File: config.mk
export PLATFORM = sky130hd
export DESIGN_NAME = prod_data_win
export DESIGN_NICKNAME = d
export VERILOG_FILES = /design/src/rtl/pdw_pkg.sv /design/src/rtl/pdw_seq.sv /design/src/rtl/pdw_regs.sv /design/src/rtl/prod_data_win.sv
export SDC_FILE = /design/constraint.sdc
export NUM_CORES = 1
export LEC_CHECK = 0
export BUFFER_PORTS_ARGS = -buffer_cell sky130_fd_sc_hd__buf_2
export CORE_UTILIZATION = 35
export CTS_BUF_LIST = sky130_fd_sc_hd__clkbuf_8 sky130_fd_sc_hd__clkbuf_16
export DETAILED_ROUTE_END_ITERATION = 16
export MAX_ROUTING_LAYER = met4
export PLACE_DENSITY = 0.71
export SETUP_SLACK_MARGIN = 0.02
export SLEW_MARGIN = 10
export SYNTH_ARGS = -nofsm -noshare
export SYNTH_HDL_FRONTEND = slang
export SYNTH_HIERARCHICAL = 1
export SYNTH_SLANG_ARGS = --single-unit
export TNS_END_PERCENT = 1
File: constraint.sdc
create_clock -name clk -period 1.67 [get_ports clk]
set_input_delay 0.0835 -clock clk [delete_from_list [all_inputs] [get_ports clk]]
set_output_delay 0.0835 -clock clk [all_outputs]
set_load 0.005 [all_outputs]
File: src/rtl/pdw_pkg.sv
package pdw_pkg;
  localparam int unsigned LANES  = 4;
  localparam int unsigned LANE_W = 2;

  typedef enum logic {ST_IDLE, ST_XFER} pdw_state_e;

  // Header word: flag | zero | address field (aligned) | next ptr | id
  function automatic logic [31:0] pack_header(
    input logic [7:0]  cap_id,
    input logic [7:0]  next_ptr,
    input logic [14:0] addr_field,
    input logic        flag
  );
    logic [31:0] w;
    w        = '0;
    w[7:0]   = cap_id;
    w[15:8]  = {next_ptr[7:2], 2'b00};
    w[30:16] = {6'b0, addr_field[8:2], 2'b00};
    w[31]    = flag;
    return w;
  endfunction

  // Byte address of lane k of a word at word index waddr
  function automatic logic [15:0] lane_addr(input logic [13:0] waddr,
                                            input logic [LANE_W-1:0] lane);
    return {waddr, lane};
  endfunction

  function automatic logic [7:0] lane_byte(input logic [31:0] word,
                                           input logic [LANE_W-1:0] lane);
    return word[8*lane +: 8];
  endfunction
endpackage

File: src/rtl/pdw_seq.sv
module pdw_seq
  import pdw_pkg::*;
#(
  parameter int unsigned ADDR_W = 9,
  localparam int unsigned WA_W  = ADDR_W - 2
) (
  input  logic              clk,
  input  logic              rst_n,
  input  logic              start,
  input  logic              start_store,
  input  logic [WA_W-1:0]   waddr,
  input  logic              ee_ack,
  output logic              busy,
  output logic              dir_store,
  output logic              done,
  output logic              cap_en,
  output logic [LANE_W-1:0] lane,
  output logic [ADDR_W-1:0] ee_addr
);
  localparam logic [LANE_W-1:0] LAST = LANE_W'(LANES - 1);

  pdw_state_e st_q;
  logic [LANE_W-1:0] lane_q;
  logic dir_q;
  logic [15:0] full_addr;

  always_ff @(posedge clk) begin
    if (!rst_n) begin
      st_q   <= ST_IDLE;
      lane_q <= '0;
      dir_q  <= 1'b0;
    end else begin
      case (st_q)
        ST_IDLE: if (start) begin
          st_q   <= ST_XFER;
          lane_q <= '0;
          dir_q  <= start_store;
        end
        default: if (ee_ack) begin
          lane_q <= lane_q + 1'b1;
          if (lane_q == LAST) st_q <= ST_IDLE;
        end
      endcase
    end
  end

  assign busy      = (st_q == ST_XFER);
  assign dir_store = dir_q;
  assign lane      = lane_q;
  assign done      = busy && ee_ack && (lane_q == LAST);
  assign cap_en    = busy && ee_ack && !dir_q;
  assign full_addr = lane_addr(14'(waddr), lane_q);
  assign ee_addr   = full_addr[ADDR_W-1:0];
endmodule

File: src/rtl/pdw_regs.sv
module pdw_regs
  import pdw_pkg::*;
#(
  parameter int unsigned ADDR_W = 9,
  localparam int unsigned WA_W  = ADDR_W - 2
) (
  input  logic              clk,
  input  logic              rst_n,
  input  logic              start,
  input  logic [31:0]       wdata,
  input  logic [3:0]        be,
  input  logic              data_wr,
  input  logic              busy,
  input  logic              done,
  input  logic              cap_en,
  input  logic [LANE_W-1:0] lane,
  input  logic [7:0]        cap_byte,
  output logic [WA_W-1:0]   waddr,
  output logic              flag,
  output logic [31:0]       data_q
);
  always_ff @(posedge clk) begin
    if (!rst_n) begin
      waddr <= '0;
      flag  <= 1'b0;
    end else if (start) begin
      waddr <= wdata[16+ADDR_W-1:18];
      flag  <= wdata[31];
    end else if (done) begin
      flag  <= ~flag;
    end
  end

  for (genvar k = 0; k < LANES; k++) begin : g_lane
    always_ff @(posedge clk) begin
      if (!rst_n)
        data_q[8*k +: 8] <= '0;
      else if (cap_en && lane == LANE_W'(k))
        data_q[8*k +: 8] <= cap_byte;
      else if (data_wr && !busy && be[k])
        data_q[8*k +: 8] <= wdata[8*k +: 8];
    end
  end
endmodule

File: src/rtl/prod_data_win.sv
module prod_data_win
  import pdw_pkg::*;
#(
  parameter int unsigned ADDR_W   = 9,
  parameter logic [7:0]  CAP_ID   = 8'h03,
  parameter logic [7:0]  NEXT_PTR = 8'h00,
  localparam int unsigned WA_W    = ADDR_W - 2
) (
  input  logic              clk,
  input  logic              rst_n,
  input  logic              reg_sel,
  input  logic              reg_wr,
  input  logic [3:0]        reg_be,
  input  logic [31:0]       reg_wdata,
  output logic [31:0]       reg_rdata,
  output logic              ee_req,
  output logic              ee_we,
  output logic [ADDR_W-1:0] ee_addr,
  output logic [7:0]        ee_wdata,
  input  logic              ee_ack,
  input  logic [7:0]        ee_rdata
);
  logic              busy, dir_store, done, cap_en, flag, start, data_wr, hdr_wr;
  logic [LANE_W-1:0] lane;
  logic [WA_W-1:0]   waddr;
  logic [31:0]       data_q, hdr_word;

  assign hdr_wr  = reg_wr && !reg_sel;
  assign data_wr = reg_wr && reg_sel;
  assign start   = hdr_wr && (reg_be[3:2] == 2'b11) && !busy;

  pdw_seq #(.ADDR_W(ADDR_W)) u_seq (
    .clk, .rst_n, .start, .start_store(reg_wdata[31]), .waddr, .ee_ack,
    .busy, .dir_store, .done, .cap_en, .lane, .ee_addr
  );

  pdw_regs #(.ADDR_W(ADDR_W)) u_regs (
    .clk, .rst_n, .start, .wdata(reg_wdata), .be(reg_be), .data_wr, .busy,
    .done, .cap_en, .lane, .cap_byte(ee_rdata), .waddr, .flag, .data_q
  );

  assign hdr_word  = pack_header(CAP_ID, NEXT_PTR,
                                 15'({waddr, 2'b00}), flag);
  assign reg_rdata = reg_sel ? data_q : hdr_word;
  assign ee_req    = busy;
  assign ee_we     = busy && dir_store;
  assign ee_wdata  = lane_byte(data_q, lane);
endmodule

* Word-level counts from Yosys, hierarchy flattened
Cells that the tools add are included. W data, S select, Z words.
Operators by class: add/subtract/negate cells 1, equality and inequality tests 5, shift-type cells 1, multiplexer cells 18, bitwise operators 2, reduce and logical (&&, ||, !) cells 29
Operator list (count):
- $mux W8 | 8
- $mux W32 | 1
- $shiftx A32 B6 Y8 | 1
- $logic_and A1 B1 Y1 | 17
- $reduce_bool A2 Y1 | 6
- $eq A2 B2 Y1 const B | 3
- $mux W1 | 6
- $mux W2 | 3
- $reduce_and A2 Y1 | 2
- $logic_not A1 Y1 | 3
- $add A2 B1 Y2 const B | 1
- $eq A2 B1 Y1 const B | 1
- $logic_not A2 Y1 | 1
- $ne A2 B2 Y1 const B | 1
- $not A1 Y1 | 2
Word-level totals: register bits after elaboration 44, input port bits 49, output and inout bits 51, word-level logic and storage cells 65

* Longest topological paths before layout
Gate-level depths: netlist (run 1).
word-level depth 6, depth in mapped cells 8, depth with buffers taken out 5

* Modules after synthesis
The synthesis (run 1) kept the hierarchy.
Modules (own cells, without submodules):
- pdw_regs | instances 1, cells each 213, area each 1716.6 µm², seq. area each 800.8 µm²
- prod_data_win | instances 1, cells each 50, area each 485.5 µm², seq. area each 0.0 µm²
- pdw_seq | instances 1, cells each 29, area each 256.5 µm², seq. area each 80.1 µm²

* Worst setup path before layout (run 1)
Ideal clock, no wire load.
kind reg-to-reg, start point register u_seq.st_q, in the netlist u_seq/busy, end point register u_regs.data_q[6], library setup time 0.124 ns, arrival 1.548 ns, data required time 1.546 ns, slack -0.002 ns, stages on the path, launching flop included 8, path buffers 2, clock period less this slack 1.672 ns, cells stage by stage dfxtp_1 nand2_1 nor2_1 or3b_1 buf_2 buf_6 o21ai_2 a31oi_2
Between the ends: cells in the longest elaborated chain, start to end 4, elaborated cells between the ends (all ways) 8, classes of those cells mux: 1; reduce/logical: 7
RTL lines:
- start: declaration | line pdw_seq.sv:22 | pdw_state_e st_q;
- start signal: assignment | line pdw_seq.sv:29 | st_q <= ST_IDLE;
- start signal: assignment | line pdw_seq.sv:35 | st_q <= ST_XFER;
- start signal: assignment | line pdw_seq.sv:41 | if (lane_q == LAST) st_q <= ST_IDLE;
- $logic_and A1 B1 Y1 * (2 in a row) | line pdw_seq.sv:51 | assign cap_en = busy && ee_ack && !dir_q;
- net cap_en | line prod_data_win.sv:23 | logic busy, dir_store, done, cap_en, flag, start, data_wr, hdr_wr;
- $logic_and A1 B1 Y1 * | line pdw_regs.sv:38 | else if (cap_en && lane == LANE_W'(k))
- $mux W8 or $reduce_bool A2 Y1 (tied branches)
- end signal: indexed assignment | line pdw_regs.sv:39 | data_q[8*k +: 8] <= cap_byte;
- end signal: indexed assignment | line pdw_regs.sv:41 | data_q[8*k +: 8] <= wdata[8*k +: 8];
- end: declaration | line pdw_regs.sv:20 | output logic [31:0] data_q
Mark *: on every way through the listed nets, which the timed path passes. The rest lies on a longest branch. A chain may end at the register's enable or synchronous reset.

* Worst setup path after layout (run 1)
start point register u_seq.lane_q[0], in the netlist u_seq/lane[0], end point output ee_wdata[1]
Between the ends: cells in the longest elaborated chain, start to end 1
RTL lines:
- start: declaration | line pdw_seq.sv:23 | logic [LANE_W-1:0] lane_q;
- start signal: assignment | line pdw_seq.sv:40 | lane_q <= lane_q + 1'b1;
- $shiftx A32 B6 Y8 | line pdw_pkg.sv:31 | return word[8*lane +: 8];
- end: declaration | line prod_data_win.sv:19 | output logic [7:0] ee_wdata,
Every way passes these cells.

==> impl_metrics.py, run 1 <==
metrics = {
    "sta": {
        "clock_skew_ns": 0.00937,
        "worst_pin_slew_ns": 0.714,
        "rsz0062_at_grt": "yes",
        "period_minus_slack_ns": 1.61,
        "slew_violations": 0,
        "min_period_over_period_pct": 96.5,
        "worst_slack_ns": 0.0590,
        "max_freq_ghz": 0.621,
        "fin_setup_tns_ns": 0,
        "hold_violations": 0,
        "finalSetupViolCount": 0,
        "relSlewSlack_pct": 52.4,
    },
    "floorplan": {
        "coreArea_um2": 6790,
        "rows": 30,
        "start_util_pct": 36.2,
        "io_pins": 100,
        "dieWidth_um": 85.8,
        "die_h_um": 85.8,
        "die_area_um2": 7360,
    },
    "synth": {
        "synth_edf_count": 0,
        "yosysTopAreaCell": "dfxtp_1",
        "yosys-top-cells-count": "nand2_1, dfxtp_1, o21ai_0",
        "synth_cell_types": 34,
        "synth_most_common_cell": "nand2_1",
        "synthSimpleGateAreaFrac_pct": 24.5,
        "synth_top_family_by_area": "simple AND/OR/NAND/NOR gates",
        "synthFlopType": "dfxtp_1",
        "syn_inst": 292,
        "syn-num-nets": 342,
        "synth_xor_area_share_pct": 0.356,
        "syn_avg_cell_area_um2": 8.42,
        "seq_area_frac_synth_pct": 35.8,
        "yosys-top-cells-area": "dfxtp_1, nand2_1, a31oi_1, mux4_2, o21ai_0",
        "synthesis.area_um2": 2460,
        "synth-async-reset-ratio_pct": 0,
        "synth_compound_area_share_pct": 16.4,
        "synthMuxAreaShare_pct": 14.9,
        "yosysWarningCount": 6,
        "synth.top_cell.area_share_pct": 35.8,
        "synthAdderAreaFrac_pct": 0.509,
        "synth-seq-cells": 44,
    },
    "cells_and_area": {
        "final_nets": 426,
        "drive_gt1_share_pct": 37.4,
        "seq_area_um2": 886,
        "fin_util_pct": 45.6,
        "multi_input_area_um2": 1400,
        "fillers": 692,
        "num_antenna_cells": 0,
        "area_growth_pct": 26.1,
    },
    "placed_design": {
        "dpl.hpwl_um": 5930,
        "gp_congestion": 0.845,
        "io_buffers": 99,
        "post-place-ws_ns": 0.118,
    },
    "cts": {
        "cts_made_buffers": 5,
        "cts_tree": "built",
        "clock-sinks": 44,
        "path_clk_slew_ns": 0.09,
        "postCtsHoldBufs": 0,
        "htreeDepth": 2,
        "cts.path.max_buffers": 2,
        "root_buffer": "clkbuf_8",
        "insertion_delay_ns": 0.30,
    },
    "routing": {
        "wl_um": 7790,
        "wire_per_inst_um": 16.5,
        "first_pass_iters": 5,
        "antenna_left": 0,
        "vias": 2460,
        "drt-vias-per-instance": 5.20,
        "first_iter_violations": 269,
        "drcViolationCount": 0,
    },
    "worst_setup_path": {
        "required_ns": 1.59,
        "worstSetupStartpointType": "flip-flop",
        "worstPathMaxFanout": 11,
        "critPathSlowestCell": "mux4_2",
        "crit_type": "flip-flop to output pin",
        "crit_chain": "buf_12, mux4_2, buf_6",
        "cpPeakStageDelay_ns": 0.53,
        "end_kind": "output pin",
        "cp_top_family": "multiplexers",
        "cp.arrival_ns": 1.53,
        "crit_buf_inv": 2,
    },
    "global_routing": {
        "grt_overflow": 0,
        "grt_pass1_wl_um": 12000,
        "grt_usage_pct": 22.2,
        "antenna_found_initial": 0,
        "grt_max_degree": 45,
        "grt_pass1_vias": 2293,
    },
    "pwr": {
        "powerDensity_nw_per_um2": 732,
        "p_leak_nw": 1.33,
        "fin_total_pwr_mw": 2.27,
        "ir_drop_mv": 0.412,
    },
    "outcome": {
        "status": "finished, final reports clean",
    },
    "job": {
        "drv_cap": 0,
    },
    "worst_hold_path": {
        "min_path_type": "input port to flip-flop",
    },
}
[cells in the final DEF (no fill, tap or decap), drive strengths merged]
| cell | count |
|---|---|
| nand2 | 68 |
| o22ai | 1 |
| clkbuf | 5 |
| nor2b | 7 |
| a211oi | 1 |
| or3b | 1 |
| and2 | 25 |
| nor2 | 4 |
| a21oi | 1 |
| and3 | 1 |
| a31oi | 32 |
| nand3b | 6 |
| nand4b | 1 |
| bufinv | 1 |
| dfxtp | 44 |
| ha | 1 |
| and3b | 4 |
| o21ai | 34 |
| nand3 | 1 |
| and2b | 1 |
| mux4 | 8 |
| mux2 | 9 |
| xnor2 | 1 |
| clkinvlp | 1 |
| nand2b | 2 |
| inv | 2 |
| buf | 107 |
| mux2i | 8 |
[metrics by stage]
step / hold WS [ns] / area (µm²) / std cells
CTS: 0.0268 / 3080 / 473
global route: 0.0300 / 3100 / 473
floorplan: 0.212 / 2460 / 292
finish: 0.0353 / 3100 / 473
detailed placement: 0.355 / 2970 / 465
global placement: 0.353 / 2970 / 465
[report_power, final]
| group | switching, mW | leakage [nW] | internal (mW) |
|---|---|---|---|
| clock | 0.392 | 0.0548 | 0.451 |
| sequential | 0.0332 | 0.359 | 1.08 |
| combinational | 0.163 | 0.917 | 0.148 |
[logic make-up (layout without fill, tap and decap cells)]
family	after synthesis	after routing
compound gates	69	69
flops	44	44
simple gates	121	121
buf+inv	31	116
xor+xnor	1	1
fa+ha+maj	1	1
mux	25	25
[worst min-delay path, cell delays in order]
cell and delay (ns):
buf_2 0.10, nand2_1 0.05, a31oi_1 0.07
[path summary, 6_finish.rpt]
kind         slack (ns)                end  depth (start not counted)          start
max reg2reg        0.06  u_regs/data_q[14]                          4  u_seq/lane[1]
min                0.04   u_regs/data_q[7]                          3   reg_wdata[7]
max                0.06        ee_wdata[1]                          3  u_seq/lane[0]
min reg2reg        0.50      u_seq/lane[1]                          2     u_seq/busy
[area by class of cell]
cell class                 instances  share of cell area [%]
clock inverter                     3                    1.49
clock buffer                       5                    2.22
multi-input combinational        217                    45.2
timing repair buffer             107                    18.5
inverter                           1                   0.121
sequential                        44                    28.6
tap                               96                    3.88
[flip-flops by register name, indices dropped and copies added, names as in the netlist]
name             count
u_regs/waddr         7
u_seq/lane           2
u_regs/flag          1
u_regs/data_q       32
u_seq/busy           1
u_seq/dir_store      1
[metal layers]
| metal | global-route usage, % | share of wire (%) | vias to the layer above |
|---|---|---|---|
| li1 | - | - | 1182 |
| met2 | 34.7 | 47 | 135 |
| met5 | - | 0 | - |
| met4 | 8.48 | 2.9 | 0 |
| met3 | 6.45 | 8.4 | 20 |
| met1 | 27.3 | 42 | 1123 |
[repair_timing]
item / CTS / global route
endpoints found under the setup margin: 8 / 18
resized for setup: 1 / 5
setup buffers: 0 / 0
Note: power is estimated with default switching activity, not from simulation.
==> run 2: changes to the inputs <==
--- a/config.mk
+++ b/config.mk
@@ -9,12 +9,11 @@
 export CORE_UTILIZATION = 35
 export CTS_BUF_LIST = sky130_fd_sc_hd__clkbuf_8 sky130_fd_sc_hd__clkbuf_16
 export DETAILED_ROUTE_END_ITERATION = 16
+export HOLD_SLACK_MARGIN = 0.15
 export MAX_ROUTING_LAYER = met4
 export PLACE_DENSITY = 0.71
 export SETUP_SLACK_MARGIN = 0.02
-export SLEW_MARGIN = 10
 export SYNTH_ARGS = -nofsm -noshare
 export SYNTH_HDL_FRONTEND = slang
-export SYNTH_HIERARCHICAL = 1
 export SYNTH_SLANG_ARGS = --single-unit
 export TNS_END_PERCENT = 1
==> run 2 against run 1 <==
  * Design area rose by 18%
  * Fmax fell by 1.2%
  * Via count increased by 3.7%
  * Total power down 1.7%
  * Clock skew is 0.0032 ns lower
  * Synthesized area grew 4.2%
  * First-iteration DRC count fell by 43%
  * Critical path depth unchanged
  * Utilization grew 6.8 points
  * Die area is 4.1% higher
==> impl_metrics.py, run 2 <==
metrics = {
    "outcome": {
        "status": "finished, final reports clean",
    },
    "floorplan": {
        "die_h_um": 87.6,
        "die_area_um2": 7670,
        "rows": 30,
        "io_pins": 100,
        "start_util_pct": 36.9,
        "dieWidth_um": 87.6,
        "coreArea_um2": 6940,
    },
    "worst_setup_path": {
        "critPathSlowestCell": "mux4_2",
        "required_ns": 1.59,
        "crit_type": "flip-flop to output pin",
        "crit_buf_inv": 2,
        "cp.arrival_ns": 1.55,
        "cpPeakStageDelay_ns": 0.54,
        "end_kind": "output pin",
        "r2r_cells": 5,
        "r2r_end": "u_regs.data_q[14]",
        "ff2ff_setup_slack_ns": 0.09,
        "cp_top_family": "multiplexers",
        "r2r_start": "u_seq.lane[1]",
        "worstSetupStartpointType": "flip-flop",
        "crit_chain": "buf_4, mux4_2, buf_2",
        "worstPathMaxFanout": 12,
    },
    "synth": {
        "synth_edf_count": 0,
        "syn-num-nets": 319,
        "synth-async-reset-ratio_pct": 0,
        "synth.top_cell.area_share_pct": 34.4,
        "yosys-top-cells-count": "dfxtp_1, o21ai_0, a21oi_1",
        "synth_most_common_cell": "dfxtp_1",
        "synth_cell_types": 36,
        "yosysTopAreaCell": "dfxtp_1",
        "seq_area_frac_synth_pct": 34.4,
        "synthesis.area_um2": 2560,
        "yosysWarningCount": 0,
        "yosys-top-cells-area": "dfxtp_1, mux2i_1, mux4_2, o21ai_0, and2_1",
        "syn_inst": 266,
        "synthFlopType": "dfxtp_1",
        "synth-seq-cells": 44,
        "syn_avg_cell_area_um2": 9.63,
    },
    "routing": {
        "drt-vias-per-instance": 5.10,
        "wl_um": 7820,
        "antenna_left": 0,
        "first_iter_violations": 154,
        "first_pass_iters": 5,
        "drcViolationCount": 0,
        "vias": 2551,
        "wire_per_inst_um": 15.6,
    },
    "worst_hold_path": {
        "whs_endpoint": "u_seq.lane[1]",
        "min_path_type": "input port to flip-flop",
        "hold_path_depth": 3,
        "min_from": "ee_ack",
    },
    "placed_design": {
        "post-place-ws_ns": 0.0649,
        "dpl.hpwl_um": 5620,
        "place_area_um2": 3110,
        "gp_congestion": 0.813,
        "io_buffers": 99,
    },
    "pwr": {
        "ir_drop_mv": 0.399,
        "powerDensity_nw_per_um2": 612,
        "p_leak_nw": 1.75,
        "fin_total_pwr_mw": 2.23,
    },
    "cells_and_area": {
        "drive_gt1_share_pct": 36.6,
        "area_growth_pct": 42.1,
        "layout_common_cells": "buf_2, dfxtp_1, dlygate4sd3_1, o21ai_0, a21oi_1",
        "final_nets": 456,
        "num_antenna_cells": 0,
        "final_common_cell": "buf_2",
        "final_area_um2": 3640,
        "regMostFlops": "u_regs.data_q",
        "largest_reg_flops": 32,
    },
    "global_routing": {
        "use_met2_pct": 32.3,
        "grt_usage_pct": 21.1,
        "grt_pass1_vias": 2392,
        "grt_max_degree": 45,
        "grt_pass1_wl_um": 12100,
        "grt_overflow": 0,
        "use_met3_pct": 3.39,
        "met1_usage_pct": 28.9,
        "grt.busiest_layer": "met2",
        "antenna_found_initial": 0,
    },
    "sta": {
        "max_freq_ghz": 0.613,
        "period_minus_slack_ns": 1.63,
        "relSlewSlack_pct": 55.7,
        "min_period_over_period_pct": 97.7,
        "rsz0062_at_grt": "yes",
        "hold_slack_ns": 0.177,
        "fin_setup_tns_ns": 0,
        "worst_slack_ns": 0.0387,
        "hold_violations": 0,
        "clock_skew_ns": 0.00620,
        "slew_violations": 0,
        "worst_pin_slew_ns": 0.665,
        "finalSetupViolCount": 0,
    },
    "job": {
        "drv_cap": 0,
    },
    "cts": {
        "root_buffer": "clkbuf_8",
        "path_clk_slew_ns": 0.09,
        "insertion_delay_ns": 0.30,
        "htreeDepth": 2,
        "cts_made_buffers": 5,
        "cts.path.max_buffers": 2,
        "clock-sinks": 44,
        "cts_tree": "built",
    },
}
==> run 2: cell count changes in the layout (fill, tap and decap cells not counted), moves of 15 or more <==
cell	before	now
a21oi_1	1	25
nand3_1	0	15
dlygate4sd3_1	0	41
nand2_1	68	9
mux2i_1	8	24
a31oi_1	31	3
==> run 2: how the worst max path moves through the flow <==
stage | cells past startpoint | slack, ns | to | start
after floorplan | 6 | 0.15 | u_regs.data_q[16] | u_seq.lane[0]
after global placement | 5 | 0.14 | u_regs.data_q[22] | u_seq.lane[1]
after detailed placement | 5 | 0.06 | u_regs.data_q[22] | u_seq.lane[1]
after CTS | 3 | 0.03 | ee_wdata[4] | u_seq.lane[1]
after global routing | 5 | -0.12 | u_regs.data_q[9] | u_seq.lane[1]
final | 3 | 0.04 | ee_wdata[4] | u_seq.lane[1]
==> run 2: stage by stage <==
stage | instances | utilization [%]
detailed placement | 448 | 44.8
global placement | 448 | 44.8
finish | 500 | 52.5
CTS | 498 | 52.2
floorplan | 266 | -
global route | 500 | 52.5
==> run 2: layout make-up <==
type                    instances  area, µm²
inverters                       3       11.3
flip-flops and latches         44        882
multi-input cells             195       1520
fillers                       635       3300
clock inverters                 2       10.0
clock buffers                   6       82.6
well taps                      96        120
repair buffers                154       1020
==> run 2: power by group <==
part,leakage (nW),switching (mW),internal (mW)
Sequential,0.358,0.0298,1.08
Combinational,1.34,0.183,0.225
Clock,0.0510,0.376,0.331
==> run 2: per-layer routing <==
layer  routed length (µm)  share of wire (%)
met1                 3670                 47
met2                 3600                 46
met3                  493                6.3
met4                   66               0.84
met5                    0                  0
==> run 2: what timing repair did <==
action	in CTS	in global routing
buffers inserted	1	2
hold buffers	41	0
endpoints found under the setup margin	2	25
resized for setup	3	1
hold endpoints to repair	41	0
==> run 2: tightest hold or removal path, delay by kind of cell <==
family / cells / cell delay, ns
simple gates: 1 / 0.10
buf+inv: 1 / 0.18
compound gates: 1 / 0.07
==> run 2: kinds of logic (layout without fill, tap and decap cells) <==
| logic type | after synthesis | after routing | share of synthesized area [%] |
|---|---|---|---|
| AOI/OAI and AO/OA | 87 | 87 | 20.2 |
| and+or+nand+nor | 63 | 63 | 16.8 |
| DFF | 44 | 44 | 34.4 |
| muxes | 40 | 40 | 19.9 |
| buffers and inverters | 27 | 165 | 6.40 |
| adders and majority gates | 4 | 4 | 1.95 |
| xor gates and xnor gates | 1 | 1 | 0.342 |
==> run 3: changes to the inputs <==
--- a/config.mk
+++ b/config.mk
@@ -11,7 +11,7 @@
 export DETAILED_ROUTE_END_ITERATION = 16
 export HOLD_SLACK_MARGIN = 0.15
 export MAX_ROUTING_LAYER = met4
-export PLACE_DENSITY = 0.71
+export PLACE_DENSITY = 0.69
 export SETUP_SLACK_MARGIN = 0.02
 export SYNTH_ARGS = -nofsm -noshare
 export SYNTH_HDL_FRONTEND = slang
==> constraint.sdc (replaced) <==
create_clock -name clk -period 1.85 [get_ports clk]
set_input_delay 0.185 -clock clk [delete_from_list [all_inputs] [get_ports clk]]
set_output_delay 0.185 -clock clk [all_outputs]
set_load 0.005 [all_outputs]
==> run 3 against run 2 <==
  * Sequential power decreased by 9%
  * Sequential cell count unchanged
  * Via count decreased by 9.1%
  * Die area unchanged
  * Global-route usage decreased by 0.84 points
  * Clock power decreased by 12%
  * Critical path depth unchanged
  * Wire length decreased by 6.1%
  * Cell count decreased by 8.8%
==> impl_metrics.py, run 3 (synthesis results as in run 2) <==
metrics = {
    "pwr": {
        "p_int_mw": 1.42,
        "p_comb_share_pct": 15.2,
        "p_leak_nw": 1.56,
        "p_seq_share_pct": 52.4,
        "powerDensity_nw_per_um2": 601,
        "ir_drop_mv": 0.322,
        "fin_total_pwr_mw": 1.93,
        "p_sw_uw": 505,
        "p_sw_share_pct": 26.2,
        "clockPowerShare_pct": 32.4,
    },
    "cells_and_area": {
        "largest_reg_flops": 32,
        "final_nets": 412,
        "final_common_cell": "buf_2",
        "final_area_um2": 3210,
        "num_antenna_cells": 0,
        "layout_common_cells": "buf_2, dfxtp_1, o21ai_0, a21oi_1, mux2i_1",
        "stdcell_count": 456,
        "area_growth_pct": 25.1,
        "regMostFlops": "u_regs.data_q",
        "drive_gt1_share_pct": 40.3,
        "fin_util_pct": 46.2,
    },
    "floorplan": {
        "dieWidth_um": 87.6,
        "start_util_pct": 36.9,
        "io_pins": 100,
        "die_h_um": 87.6,
        "rows": 30,
        "coreArea_um2": 6940,
        "die_area_um2": 7670,
    },
    "cts": {
        "root_buffer": "clkbuf_8",
        "cts_setup_buffers": 0,
        "clock-sinks": 44,
        "cts.path.max_buffers": 2,
        "insertion_delay_ns": 0.29,
        "cts_made_buffers": 5,
        "cts_tree": "built",
        "path_clk_slew_ns": 0.08,
        "htreeDepth": 2,
    },
    "worst_setup_path": {
        "end_kind": "output pin",
        "worstPathMaxFanout": 9,
        "cp.arrival_ns": 1.53,
        "cp_top_family": "multiplexers",
        "critPathSlowestCell": "mux4_2",
        "required_ns": 1.66,
        "r2r_start": "u_seq.busy",
        "cp-startpoint": "u_seq.lane[0]",
        "crit_chain": "buf_6, mux4_2, buf_2",
        "crit_buf_inv": 2,
        "ff2ff_setup_slack_ns": 0.26,
        "cpPeakStageDelay_ns": 0.51,
        "crit_type": "flip-flop to output pin",
        "worstSetupStartpointType": "flip-flop",
    },
    "routing": {
        "first_pass_iters": 4,
        "vias": 2318,
        "wl_um": 7340,
        "antenna_left": 0,
        "first_iter_violations": 142,
        "wire_per_inst_um": 16.1,
        "drcViolationCount": 0,
        "drt-vias-per-instance": 5.08,
    },
    "placed_design": {
        "gp_congestion": 0.877,
        "post-place-ws_ns": 0.318,
        "io_buffers": 99,
        "dpl.hpwl_um": 5570,
        "place_area_um2": 3110,
        "dp_cells": 448,
    },
    "global_routing": {
        "grt_overflow": 0,
        "antenna_found_initial": 0,
        "grt_pass1_vias": 2171,
        "grt_usage_pct": 20.2,
        "grt_pass1_wl_um": 11400,
        "grt_max_degree": 45,
    },
    "outcome": {
        "status": "finished, final reports clean",
    },
    "sta": {
        "hold_slack_ns": 0.156,
        "max_freq_ghz": 0.585,
        "relSlewSlack_pct": 54.4,
        "rsz0062_at_grt": "no",
        "worst_pin_slew_ns": 0.684,
        "fin_setup_tns_ns": 0,
        "clock_skew_ns": 0.00575,
        "min_period_over_period_pct": 92.5,
        "slew_violations": 0,
        "finalSetupViolCount": 0,
        "worst_slack_ns": 0.139,
        "hold_violations": 0,
        "period_minus_slack_ns": 1.71,
    },
    "worst_hold_path": {
        "min_from": "reg_wdata[22]",
        "min_path_type": "input port to flip-flop",
    },
    "job": {
        "drv_cap": 0,
    },
}
==> run 3: per-layer routing <==
metal	GRT usage, %	part of all wire (%)	up-vias
met3	3.49	5.1	7
met1	28.3	49	1073
li1	-	-	1158
met2	30.9	45	80
met4	3.87	0.69	0
met5	-	0	-
==> run 3: area by class of cell <==
type | instances | area, µm²
multi-input combinational | 195 | 1520
timing repair buffer | 110 | 582
clock buffer | 6 | 82.6
clock inverter | 2 | 10.0
sequential | 44 | 882
tap | 96 | 120
inverter | 3 | 11.3
fill | 708 | 3740
==> run 3: path summary, 6_finish.rpt <==
kind	endpoint	depth (start not counted)
hold / removal	u_regs.waddr[4]	3
setup reg to reg	u_seq.busy	3
setup / recovery	ee_wdata[6]	3
hold reg to reg	u_regs.data_q[16]	2
==> run 3: power groups by stage <==
stage	Clock, mW	Sequential (mW)	Combinational (mW)
after floorplan	0	1.02	0.168
after global placement	0	1.03	0.287
after detailed placement	0	1.03	0.292
after CTS	0.635	1.01	0.293
after global routing	0.674	1.01	0.322
final	0.625	1.01	0.292
==> run 3: worst min-delay path, cell delays in order <==
cell and delay (ns):
buf_2 0.11, nand3_1 0.06, a21boi_1 0.05
==> run 3: repair_timing <==
item                       in CTS  in global routing
gates cloned                    0                  0
hold buffers                    0                  0
resized for setup               1                  1
setup endpoints to repair       3                  3
